<file path="src/rtl/clk_tree_pkg.sv">
package clk_tree_pkg;

    localparam int SYSDIV_W = 6;
    localparam int PWMCODE_W = 3;
    localparam int XTAL_W = 5;

    typedef enum logic [1:0] {
        SRC_INT  = 2'd0,
        SRC_MAIN = 2'd1,
        SRC_PLL  = 2'd2
    } src_e;

    typedef struct packed {
        logic                 src_main;
        logic                 use_pll;
        logic [SYSDIV_W-1:0]  sysdiv_m1;
        logic [PWMCODE_W-1:0] pwm_code;
        logic [XTAL_W-1:0]    xtal_mhz;
    } cfg_t;

    localparam cfg_t CFG_RESET = '{src_main: 1'b0, use_pll: 1'b0,
                                   sysdiv_m1: '0, pwm_code: '0, xtal_mhz: '0};

endpackage

</file>
<file path="src/rtl/clk_tree_div.sv">
module clk_tree_div #(
    parameter int W = 6
) (
    input  logic         clk,
    input  logic         rst_n,
    input  logic         tick_i,
    input  logic         restart_i,
    input  logic [W-1:0] div_m1_i,
    output logic         wrap_o,
    output logic         ce_o,
    output logic         lvl_o
);

    typedef struct packed {
        logic [W-1:0] cnt;
        logic         lvl;
        logic         ce;
    } st_t;

    st_t st_d, st_q;
    logic [W:0] hi_ticks;
    logic [W-1:0] cnt_nxt;

    always_comb begin
        wrap_o   = tick_i && (st_q.cnt == div_m1_i);
        hi_ticks = ({1'b0, div_m1_i} + {{W{1'b0}}, 1'b1} + {{W{1'b0}}, 1'b1}) >> 1;
        cnt_nxt  = wrap_o ? '0 : st_q.cnt + {{(W-1){1'b0}}, 1'b1};
        st_d     = st_q;
        st_d.ce  = wrap_o;
        if (restart_i) begin
            st_d.cnt = '0;
            st_d.lvl = 1'b1;
        end else if (tick_i) begin
            st_d.cnt = cnt_nxt;
            st_d.lvl = ({1'b0, cnt_nxt} < hi_ticks);
        end
    end

    always_ff @(posedge clk) begin
        if (!rst_n) begin
            st_q <= '{cnt: '0, lvl: 1'b1, ce: 1'b0};
        end else begin
            st_q <= st_d;
        end
    end

    assign ce_o  = st_q.ce;
    assign lvl_o = (div_m1_i == '0) ? st_q.ce : st_q.lvl;

    // a strobe only ever follows a source tick
    p_ce_after_tick_r4: assert property (@(posedge clk) disable iff (!rst_n)
        st_q.ce |-> $past(tick_i));

    // the level moves only on a tick or a restart
    p_lvl_hold_r5: assert property (@(posedge clk) disable iff (!rst_n)
        (!tick_i && !restart_i) |=> $stable(st_q.lvl));

endmodule

</file>
<file path="src/rtl/clk_tree_cfg.sv">
module clk_tree_cfg
    import clk_tree_pkg::*;
#(
    parameter int XTAL_LO  = 5,
    parameter int XTAL_HI  = 25,
    parameter int PWM_MAX  = 6
) (
    input  logic clk,
    input  logic rst_n,
    input  logic wr_i,
    input  cfg_t wr_cfg_i,
    input  logic boundary_i,
    output cfg_t act_o,
    output logic apply_o
);

    typedef struct packed {
        cfg_t act;
        cfg_t pend;
        logic pend_v;
    } st_t;

    st_t  st_d, st_q;
    logic xtal_bad;
    logic wr_ok;

    always_comb begin
        xtal_bad = (int'(wr_cfg_i.xtal_mhz) < XTAL_LO) || (int'(wr_cfg_i.xtal_mhz) > XTAL_HI);
        wr_ok    = !(wr_cfg_i.use_pll && wr_cfg_i.src_main && xtal_bad)
                   && (int'(wr_cfg_i.pwm_code) <= PWM_MAX);
        apply_o  = st_q.pend_v && boundary_i;
        st_d     = st_q;
        if (apply_o) begin
            st_d.act    = st_q.pend;
            st_d.pend_v = 1'b0;
        end
        if (wr_i && wr_ok) begin
            st_d.pend   = wr_cfg_i;
            st_d.pend_v = 1'b1;
        end
    end

    always_ff @(posedge clk) begin
        if (!rst_n) begin
            st_q <= '{act: CFG_RESET, pend: CFG_RESET, pend_v: 1'b0};
        end else begin
            st_q <= st_d;
        end
    end

    assign act_o = st_q.act;

    // the active setting changes only right after a boundary
    p_change_at_boundary_r11: assert property (@(posedge clk) disable iff (!rst_n)
        (st_q.act != $past(st_q.act)) |-> $past(boundary_i));

    // an active PLL-with-main setting always carries a legal crystal code
    p_xtal_legal_r10: assert property (@(posedge clk) disable iff (!rst_n)
        (st_q.act.use_pll && st_q.act.src_main) |->
            (int'(st_q.act.xtal_mhz) >= XTAL_LO && int'(st_q.act.xtal_mhz) <= XTAL_HI));

endmodule

</file>
<file path="src/rtl/clk_tree_gen.sv">
module clk_tree_gen
    import clk_tree_pkg::*;
#(
    parameter int XTAL_LO     = 5,
    parameter int XTAL_HI     = 25,
    parameter int XTAL_ADC    = 16,
    parameter int ADC_PLL_DIV = 25,
    parameter int PWM_MAX     = 6
) (
    input  logic                 clk,
    input  logic                 rst_n,
    input  logic                 piosc_tick_i,
    input  logic                 mosc_tick_i,
    input  logic                 cfg_wr_i,
    input  logic                 cfg_src_main_i,
    input  logic                 cfg_use_pll_i,
    input  logic [SYSDIV_W-1:0]  cfg_sysdiv_m1_i,
    input  logic [PWMCODE_W-1:0] cfg_pwm_code_i,
    input  logic [XTAL_W-1:0]    cfg_xtal_mhz_i,
    output logic                 sys_clk_o,
    output logic                 sys_ce_o,
    output logic                 pwm_clk_o,
    output logic                 pwm_ce_o,
    output logic                 adc_clk_o,
    output logic                 adc_ce_o,
    output logic [1:0]           sys_src_o,
    output logic [1:0]           adc_src_o
);

    localparam int ADC_W = $clog2(ADC_PLL_DIV);

    typedef struct packed {
        logic half;
    } st_t;

    st_t  st_d, st_q;
    cfg_t wr_cfg, act;
    logic apply, boundary;
    logic sys_tick, sys_wrap, pwm_wrap, adc_tick, adc_wrap, adc_xtal_ok;
    logic [SYSDIV_W-1:0] pwm_div_m1;
    logic [ADC_W-1:0]    adc_div_m1;

    assign wr_cfg = '{src_main: cfg_src_main_i, use_pll: cfg_use_pll_i,
                      sysdiv_m1: cfg_sysdiv_m1_i, pwm_code: cfg_pwm_code_i,
                      xtal_mhz: cfg_xtal_mhz_i};

    clk_tree_cfg #(.XTAL_LO(XTAL_LO), .XTAL_HI(XTAL_HI), .PWM_MAX(PWM_MAX)) cfg_i (
        .clk(clk), .rst_n(rst_n), .wr_i(cfg_wr_i), .wr_cfg_i(wr_cfg),
        .boundary_i(boundary), .act_o(act), .apply_o(apply)
    );

    always_comb begin
        st_d.half   = act.use_pll ? ~st_q.half : 1'b0;
        sys_tick    = act.use_pll ? st_q.half : (act.src_main ? mosc_tick_i : piosc_tick_i);
        pwm_div_m1  = SYSDIV_W'((1 << act.pwm_code) - 1);
        adc_xtal_ok = (int'(act.xtal_mhz) == XTAL_ADC);
        if (act.use_pll) begin
            adc_tick   = 1'b1;
            adc_div_m1 = ADC_W'(ADC_PLL_DIV - 1);
            sys_src_o  = SRC_PLL;
            adc_src_o  = SRC_PLL;
        end else begin
            adc_tick   = adc_xtal_ok ? mosc_tick_i : piosc_tick_i;
            adc_div_m1 = '0;
            sys_src_o  = act.src_main ? SRC_MAIN : SRC_INT;
            adc_src_o  = adc_xtal_ok ? SRC_MAIN : SRC_INT;
        end
        boundary = pwm_wrap;
    end

    always_ff @(posedge clk) begin
        if (!rst_n) begin
            st_q <= '{half: 1'b0};
        end else begin
            st_q <= st_d;
        end
    end

    clk_tree_div #(.W(SYSDIV_W)) sys_div_i (
        .clk(clk), .rst_n(rst_n), .tick_i(sys_tick), .restart_i(apply),
        .div_m1_i(act.sysdiv_m1), .wrap_o(sys_wrap), .ce_o(sys_ce_o), .lvl_o(sys_clk_o)
    );

    clk_tree_div #(.W(SYSDIV_W)) pwm_div_i (
        .clk(clk), .rst_n(rst_n), .tick_i(sys_wrap), .restart_i(apply),
        .div_m1_i(pwm_div_m1), .wrap_o(pwm_wrap), .ce_o(pwm_ce_o), .lvl_o(pwm_clk_o)
    );

    clk_tree_div #(.W(ADC_W)) adc_div_i (
        .clk(clk), .rst_n(rst_n), .tick_i(adc_tick), .restart_i(apply),
        .div_m1_i(adc_div_m1), .wrap_o(adc_wrap), .ce_o(adc_ce_o), .lvl_o(adc_clk_o)
    );

    // the PWM strobe never appears without the system strobe
    p_pwm_with_sys_r6: assert property (@(posedge clk) disable iff (!rst_n)
        pwm_ce_o |-> sys_ce_o);

    // on the PLL path the ADC strobes are never back to back
    p_adc_pll_gap_r7: assert property (@(posedge clk) disable iff (!rst_n)
        (adc_src_o == SRC_PLL && adc_ce_o) |=> !adc_ce_o);

    // the two status outputs agree on whether the PLL is in use
    p_status_pll_agree_r3: assert property (@(posedge clk) disable iff (!rst_n)
        (sys_src_o == SRC_PLL) == (adc_src_o == SRC_PLL));

endmodule

</file>
<file path="config.mk">
export PLATFORM = sky130hd
export DESIGN_NAME = clk_tree_gen
export DESIGN_NICKNAME = d
export VERILOG_FILES = /design/src/rtl/clk_tree_pkg.sv /design/src/rtl/clk_tree_div.sv /design/src/rtl/clk_tree_cfg.sv /design/src/rtl/clk_tree_gen.sv
export SDC_FILE = /design/constraint.sdc
export NUM_CORES = 1
export LEC_CHECK = 0
export CAP_MARGIN = 0
export CORE_ASPECT_RATIO = 1.4
export CORE_MARGIN = 10
export CORE_UTILIZATION = 50
export CTS_CLUSTER_DIAMETER = 60
export DETAILED_ROUTE_END_ITERATION = 10
export DONT_BUFFER_PORTS = 1
export PLACE_DENSITY_LB_ADDON = 0.3
export SYNTH_ARGS = -nofsm -noshare
export SYNTH_HDL_FRONTEND = slang
export SYNTH_SLANG_ARGS = --single-unit
</file>
<file path="constraint.sdc">
create_clock -name clk -period 5.1 [get_ports clk]
set_input_delay 0.51 -clock clk [delete_from_list [all_inputs] [get_ports clk]]
set_output_delay 0.51 -clock clk [all_outputs]
set_load 0.005 [all_outputs]
</file>
---- Yosys cells after proc, flatten, opt, wreduce, memory -nomap -nowiden ----
Index checks and enable logic that the tools add are counted.
storage, ports and cells
  logic and storage cells ................. 77
  input port bits ......................... 21
  output and inout port bits .............. 10
  register bits after elaboration ......... 57
operators by class
  equal/unequal tests ..................... 4
  add/sub/neg operators ................... 10
  order comparisons ....................... 6
  mux-type cells .......................... 17
  bitwise gates (word level) .............. 2
  shifts and indexed selects .............. 1
  reductions and logical operators ........ 16
operators with widths
  cell                                                  number
  adder 6 x 1 -> 6 bit, second input constant           3
  adder 6 x 1 -> 7 bit, second input constant           2
  adder 7 x 1 -> 7 bit, second input constant           2
  equality test 6 bit                                   2
  zero test 6 bit                                       2
  < comparator 6 bit                                    2
  two-way mux 6 bit                                     2
  two-way mux 1 bit                                     11
  two-way mux 5 bit                                     2
  logical AND 1 bit                                     8
  adder 5 x 1 -> 6 bit, second input constant           1
  left shift 1 x 3 -> 6 bit, first input constant       1
  subtractor 6 x 2 -> 6 bit, second input constant      1
  adder 5 x 1 -> 5 bit, second input constant           1
  equality test 5 bit                                   1
  equality test 5 bit, second input constant            1
  greater-than comparator 5 bit, second input constant  1
  zero test 5 bit                                       1
  < comparator 5 x 3 -> 1 bit, second input constant    1
  < comparator 5 bit                                    1
  two-way mux 2 bit                                     2
  <= comparator 3 bit, second input constant            1
  inverter 1 bit                                        2
  AND reduction 2 bit                                   1
  other kinds (4)                                       4

---- Longest topological paths before layout ----
  word-level depth ........................ 7
  gate-level depth with buffers ........... 14
  depth with buffers taken out ............ 13

---- Cells and area by module ----
From an unflattened synthesis, not the netlist that was laid out.
second synthesis, totals
  cells, all modules ...................... 431
  area total of the unflattened synthesis .. 3628.5 µm²
by module, submodules not included
  module                    area an instance (µm²)  cells an instance  times used
  clk_tree_cfg              1420.1                  161                1
  clk_tree_div (sys_div_i)  758.2                   93                 1
  clk_tree_div (pwm_div_i)  729.4                   91                 1
  clk_tree_div (adc_div_i)  569.3                   68                 1
  clk_tree_gen              151.4                   18                 1

---- Worst setup path after synthesis ----
OpenSTA, ideal clock, no wires.
  path type ............................... register to register
  start point ............................. reg cfg_i.st_q (netlist bit cfg_i.act_o[5])
  end point ............................... reg pwm_div_i.st_q[1] in the netlist's numbering
  clock period less this slack ............ 2607 ps
  cell stages (with the launch flop) ...... 13
  path slack .............................. 2493 ps
  arrival ................................. 2543 ps
  required time ........................... 5036 ps
  cell sequence ........................... dfxtp_1 > buf_6 > or3_4 > o41ai_4 > o21ai_2 > nor2_1 > nor2_1 > ha_1 > a21o_1 > a21o_1 > a211oi_1 > o21ai_0 > nand4_1
between the ends
  cells in the longest elaborated chain, start to end .. 6
  elaborated cells between the ends (all ways) .. 10
RTL lines
  element                         line                text
  from (decl)                     clk_tree_cfg.sv:23  st_t st_d, st_q;
  from (signal assigned)          clk_tree_cfg.sv:45  st_q <= '{act: CFG_RESET, pend: CFG_RESET, pend_v: 1'b0};
  from (signal assigned)          clk_tree_cfg.sv:47  st_q <= st_d;
  left shift 1 x 3 -> 6 bit       clk_tree_gen.sv:55  pwm_div_m1 = SYSDIV_W'((1 << act.pwm_code) - 1);
  subtractor 6 x 2 -> 6 bit       clk_tree_gen.sv:55
  equality test 6 bit             clk_tree_div.sv:25  wrap_o = tick_i && (st_q.cnt == div_m1_i);
  logical AND 1 bit               clk_tree_div.sv:25
  two-way mux 6 bit               clk_tree_div.sv:27  cnt_nxt = wrap_o ? '0 : st_q.cnt + {{(W-1){1'b0}}, 1'b1};
  named net pwm_div_i.cnt_nxt[3]  clk_tree_div.sv:22  logic [W-1:0] cnt_nxt;
  < comparator 6 bit              clk_tree_div.sv:35  st_d.lvl = ({1'b0, cnt_nxt} < hi_ticks);
  to (signal assigned)            clk_tree_div.sv:41  st_q <= '{cnt: '0, lvl: 1'b1, ce: 1'b0};
  to (signal assigned)            clk_tree_div.sv:43  st_q <= st_d;
  to (decl)                       clk_tree_div.sv:20  st_t st_d, st_q;
The timed path passes the listed nets, and every way through them passes these cells.
A chain may end at the register's enable or synchronous reset.

---- Worst setup path after layout ----
  start point ............................. reg cfg_i.st_q (netlist bit cfg_i.act_o[14])
  end point ............................... reg pwm_div_i.st_q[1] in the netlist's numbering
between the ends
  cells in the longest elaborated chain, start to end .. 5
  elaborated cells between the ends (all ways) .. 7
RTL lines
  element                         line                text
  two-way mux 1 bit               clk_tree_gen.sv:54  sys_tick = act.use_pll ? st_q.half : (act.src_main ? mosc_tick_i : piosc_tick_i);
  logical AND 1 bit (2 in a row)  clk_tree_div.sv:25
  two-way mux 6 bit               clk_tree_div.sv:27
  named net pwm_div_i.cnt_nxt[3]  clk_tree_div.sv:22
  < comparator 6 bit              clk_tree_div.sv:35
The timed path passes the listed nets, and every way through them passes these cells.

==> impl_metrics.py <==
metrics = {
    "outcome": {
        "status": "complete, no violations",
    },
    "drt": {
        "wl_met2_mm": 3.63,
        "route.detailed.drc": 0,
        "vias": 2533,
        "vias_per_cell": 5.78,
        "top_layer": "met4",
        "drtPass1Iterations": 5,
        "wl_per_cell_um": 15.5,
        "drtIter0Drc": 106,
        "wl_met3_um": 370,
        "wl_mm": 6.78,
        "ant_nets": 0,
        "wl_met1_mm": 2.67,
    },
    "hold_path": {
        "hold_depth": 1,
        "min_from": "rst_n",
        "hold_end": "pwm_div_i.st_q[1]",
        "hold_class": "input pin to flip-flop",
    },
    "pwr": {
        "leakagePower_uw": 0.00148,
        "total_switching_power_uw": 276,
        "p_per_area_nw_per_um2": 302,
        "seqPwrFrac": 0.468,
        "p_comb_frac": 0.126,
        "switching_share": 0.268,
        "clkPwrFrac": 0.406,
        "vdd_ir_drop_max_v": 0.000202,
        "p_int_uw": 756,
    },
    "clocking": {
        "clkTransAtPathRegs_ps": 70,
        "cts-root-buf": "clkbuf_8",
        "clk_path_buf_depth": 2,
        "cts_setup_buffers": 0,
        "cts_num_sinks": 57,
        "cts_resized": 0,
        "cts.htree.levels": 3,
        "numCtsBuffers": 9,
        "tritoncts": "done",
        "hold_buffers": 0,
        "insertion_delay_ps": 330,
    },
    "place": {
        "gp_congestion": 0.900,
        "placed_area_um2": 3230,
        "dp_hpwl_mm": 5.05,
        "numPortBuffers": 0,
    },
    "synth": {
        "ys.flop_type": "dfxtp_1",
        "synth-seq-cells": 57,
        "synth_edf_count": 0,
        "synth_cell_types": 56,
        "syn-cell-area_um2": 3270,
        "yosysWarnings": 0,
        "async_reset_ff_frac": 0,
        "avgSynthCellArea_um2": 8.78,
        "netlist_instances": 372,
        "synth_fp_nets": 411,
        "synth-seq-area-share": 0.349,
    },
    "critical_path": {
        "rrSetupSlack_ps": 1660,
        "crit_type": "flip-flop to flip-flop",
        "crit_arrival_ps": 3710,
        "cp-start-kind": "flip-flop",
        "reg2regPathDepth": 11,
        "cp-end-kind": "flip-flop",
        "cp_max_fo": 15,
        "rr_startpoint": "cfg_i.act_o[14]",
        "r2r_end": "pwm_div_i.st_q[1]",
        "cp.required_ps": 5380,
    },
    "flow_run": {
        "maxCapViolations": 0,
    },
    "timing": {
        "setup_viol": 0,
        "max_freq_ghz": 0.291,
        "hold_viol": 0,
        "fin_crit_ps": 3440,
        "rsz0062_at_grt": "false",
        "fin_setup_tns_ps": 0,
        "fin_crit_sh": 0.674,
        "worstMarginPinSlew_ps": 750,
        "slew_violations": 0,
        "skew_ps": 7.71,
        "max-slew-margin-rel": 0.490,
    },
    "die": {
        "die_x_um": 88.3,
        "io_pins": 31,
        "fp.dieH_um": 116,
        "die_area_um2": 10200,
        "num_rows": 34,
        "initial_core_util": 0.519,
        "core-area_um2": 6300,
    },
    "cells_and_area": {
        "nets": 400,
        "drive_gt1_frac": 0.101,
        "final_area_um2": 3420,
        "area_growth_pct": 4.75,
        "antennaDiodeCount": 0,
    },
    "global_routing": {
        "grt_usage": 0.138,
        "grt_pass1_wl_mm": 11.1,
        "globalRouteOverflowTotal": 0,
        "antenna_found_initial": 0,
        "grt_max_degree": 30,
        "grt_pass1_vias": 2286,
    },
}
## registers in the layout, summed over array words and instances (netlist names)
signal / count
adc_div_i.ce_o: 1
adc_div_i.st_q: 6
cfg_i.act_o: 16
cfg_i.st_q: 17
pwm_div_i.ce_o: 1
pwm_div_i.st_q: 7
st_q: 1
sys_div_i.ce_o: 1
sys_div_i.st_q: 7
## layout make-up
class | instances | area [um2]
multi-input cells | 277 | 1920
fillers | 578 | 2870
clock inverters | 5 | 55.1
repair buffers | 3 | 22.5
inverters | 13 | 48.8
clock buffers | 11 | 141
flip-flops and latches | 57 | 1140
well taps | 72 | 90.1
## layout by cell type (no fill, tap or decap), types with 2 or more instances in the layout
cell,n
nand4_1,4
nand3_1,16
and3_1,3
a211oi_1,2
nor4_1,5
nand3b_1,2
o211ai_1,2
a31oi_1,8
and2_1,2
a21o_1,7
nor2_1,58
nor3_1,10
inv_1,12
a311oi_1,2
clkinvlp_4,2
or2_2,2
buf_4,3
nand4b_1,2
clkbuf_8,10
ha_1,18
mux2i_1,32
clkinv_2,2
nand2_1,18
mux2_2,5
a21oi_1,16
nor2b_1,3
nand2b_1,3
xnor2_1,15
o21bai_1,2
or3_1,3
xor2_1,7
o21ai_0,9
dfxtp_1,57
## cells in the mapped netlist, types with 2 or more instances
master | instances | area [um2]
a211oi_1 | 2 | 15.0
a21o_1 | 7 | 52.6
a21oi_1 | 16 | 80.1
a311oi_1 | 2 | 17.5
a31oi_1 | 8 | 50.1
and2_1 | 2 | 12.5
and3_1 | 3 | 18.8
buf_2 | 6 | 30.0
buf_4 | 3 | 22.5
buf_6 | 4 | 45.0
clkbuf_1 | 11 | 41.3
dfxtp_1 | 57 | 1140
ha_1 | 18 | 225
inv_1 | 12 | 45.0
mux2_2 | 5 | 56.3
mux2i_1 | 32 | 320
nand2_1 | 18 | 67.6
nand2b_1 | 3 | 18.8
nand3_1 | 16 | 80.1
nand3b_1 | 2 | 15.0
nand4_1 | 4 | 25.0
nand4b_1 | 2 | 17.5
nor2_1 | 58 | 218
nor2b_1 | 3 | 18.8
nor3_1 | 10 | 50.1
nor4_1 | 5 | 31.3
o211ai_1 | 2 | 15.0
o21ai_0 | 9 | 45.0
o21bai_1 | 2 | 15.0
or2_2 | 2 | 12.5
or3_1 | 3 | 18.8
xnor2_1 | 15 | 131
xor2_1 | 7 | 61.3
## critical path, stage by stage, from the launching register on
cell and delay [ps]:
dfxtp_1 610, inv_1 210, mux2i_2 660, or3_1 520, nor2_1 190, nor2_1 150
ha_1 260, a21o_1 160, a21o_1 170, a211oi_1 220, o21ai_0 130, nand4_1 100
## worst max-delay path by stage
| stage | start | end | slack [ps] | cells after the start |
|---|---|---|---|---|
| 2_1_floorplan | cfg_i.act_o[5] | pwm_div_i.st_q[1] | 2490 | 12 |
| 3_3_place_gp | cfg_i.act_o[14] | pwm_div_i.st_q[1] | 1840 | 11 |
| 3_5_place_dp | cfg_i.act_o[14] | pwm_div_i.st_q[1] | 1710 | 11 |
| 4_1_cts | cfg_i.act_o[14] | pwm_div_i.st_q[1] | 1700 | 11 |
| 5_1_grt | cfg_i.act_o[14] | pwm_div_i.st_q[1] | 1430 | 11 |
| 6_report | cfg_i.act_o[14] | pwm_div_i.st_q[1] | 1660 | 11 |
## power by group through the flow
stage | clock network [uW] | registers [uW] | logic, uW
after floorplan | 0 | 486 | 115
after global placement | 0 | 493 | 128
after detailed placement | 0 | 493 | 131
after CTS | 430 | 483 | 131
after global routing | 455 | 485 | 145
final | 419 | 483 | 130
## metal layers
| metal | track usage | up-vias |
|---|---|---|
| li1 | - | 1283 |
| met1 | 0.155 | 1187 |
| met2 | 0.230 | 54 |
| met3 | 0.0463 | 9 |
| met4 | 0.0595 | 0 |
| met5 | 0 | - |
## per-stage QoR
step                utilization  worst slack (ps)  std cells  hold WS, ps  power (uW)
floorplan                     -              2490        372          411         602
global placement          0.512              1840        422          436         621
detailed placement        0.512              1710        422          439         624
CTS                       0.544              1700        438          229        1040
global route              0.544              1430        438          223        1090
finish                    0.544              1660        438          249        1030
## cells by family after synthesis
group / after synthesis / synth area share
buffers and inverters: 38 / 0.0620
AND/OR/NAND/NOR: 139 / 0.208
adder cells (fa/ha/maj): 18 / 0.0689
XOR/XNOR: 22 / 0.0590
AO/OA/AOI/OAI: 60 / 0.134
multiplexers: 38 / 0.119
flip-flops: 57 / 0.349
(Power assumes the default switching activity.)
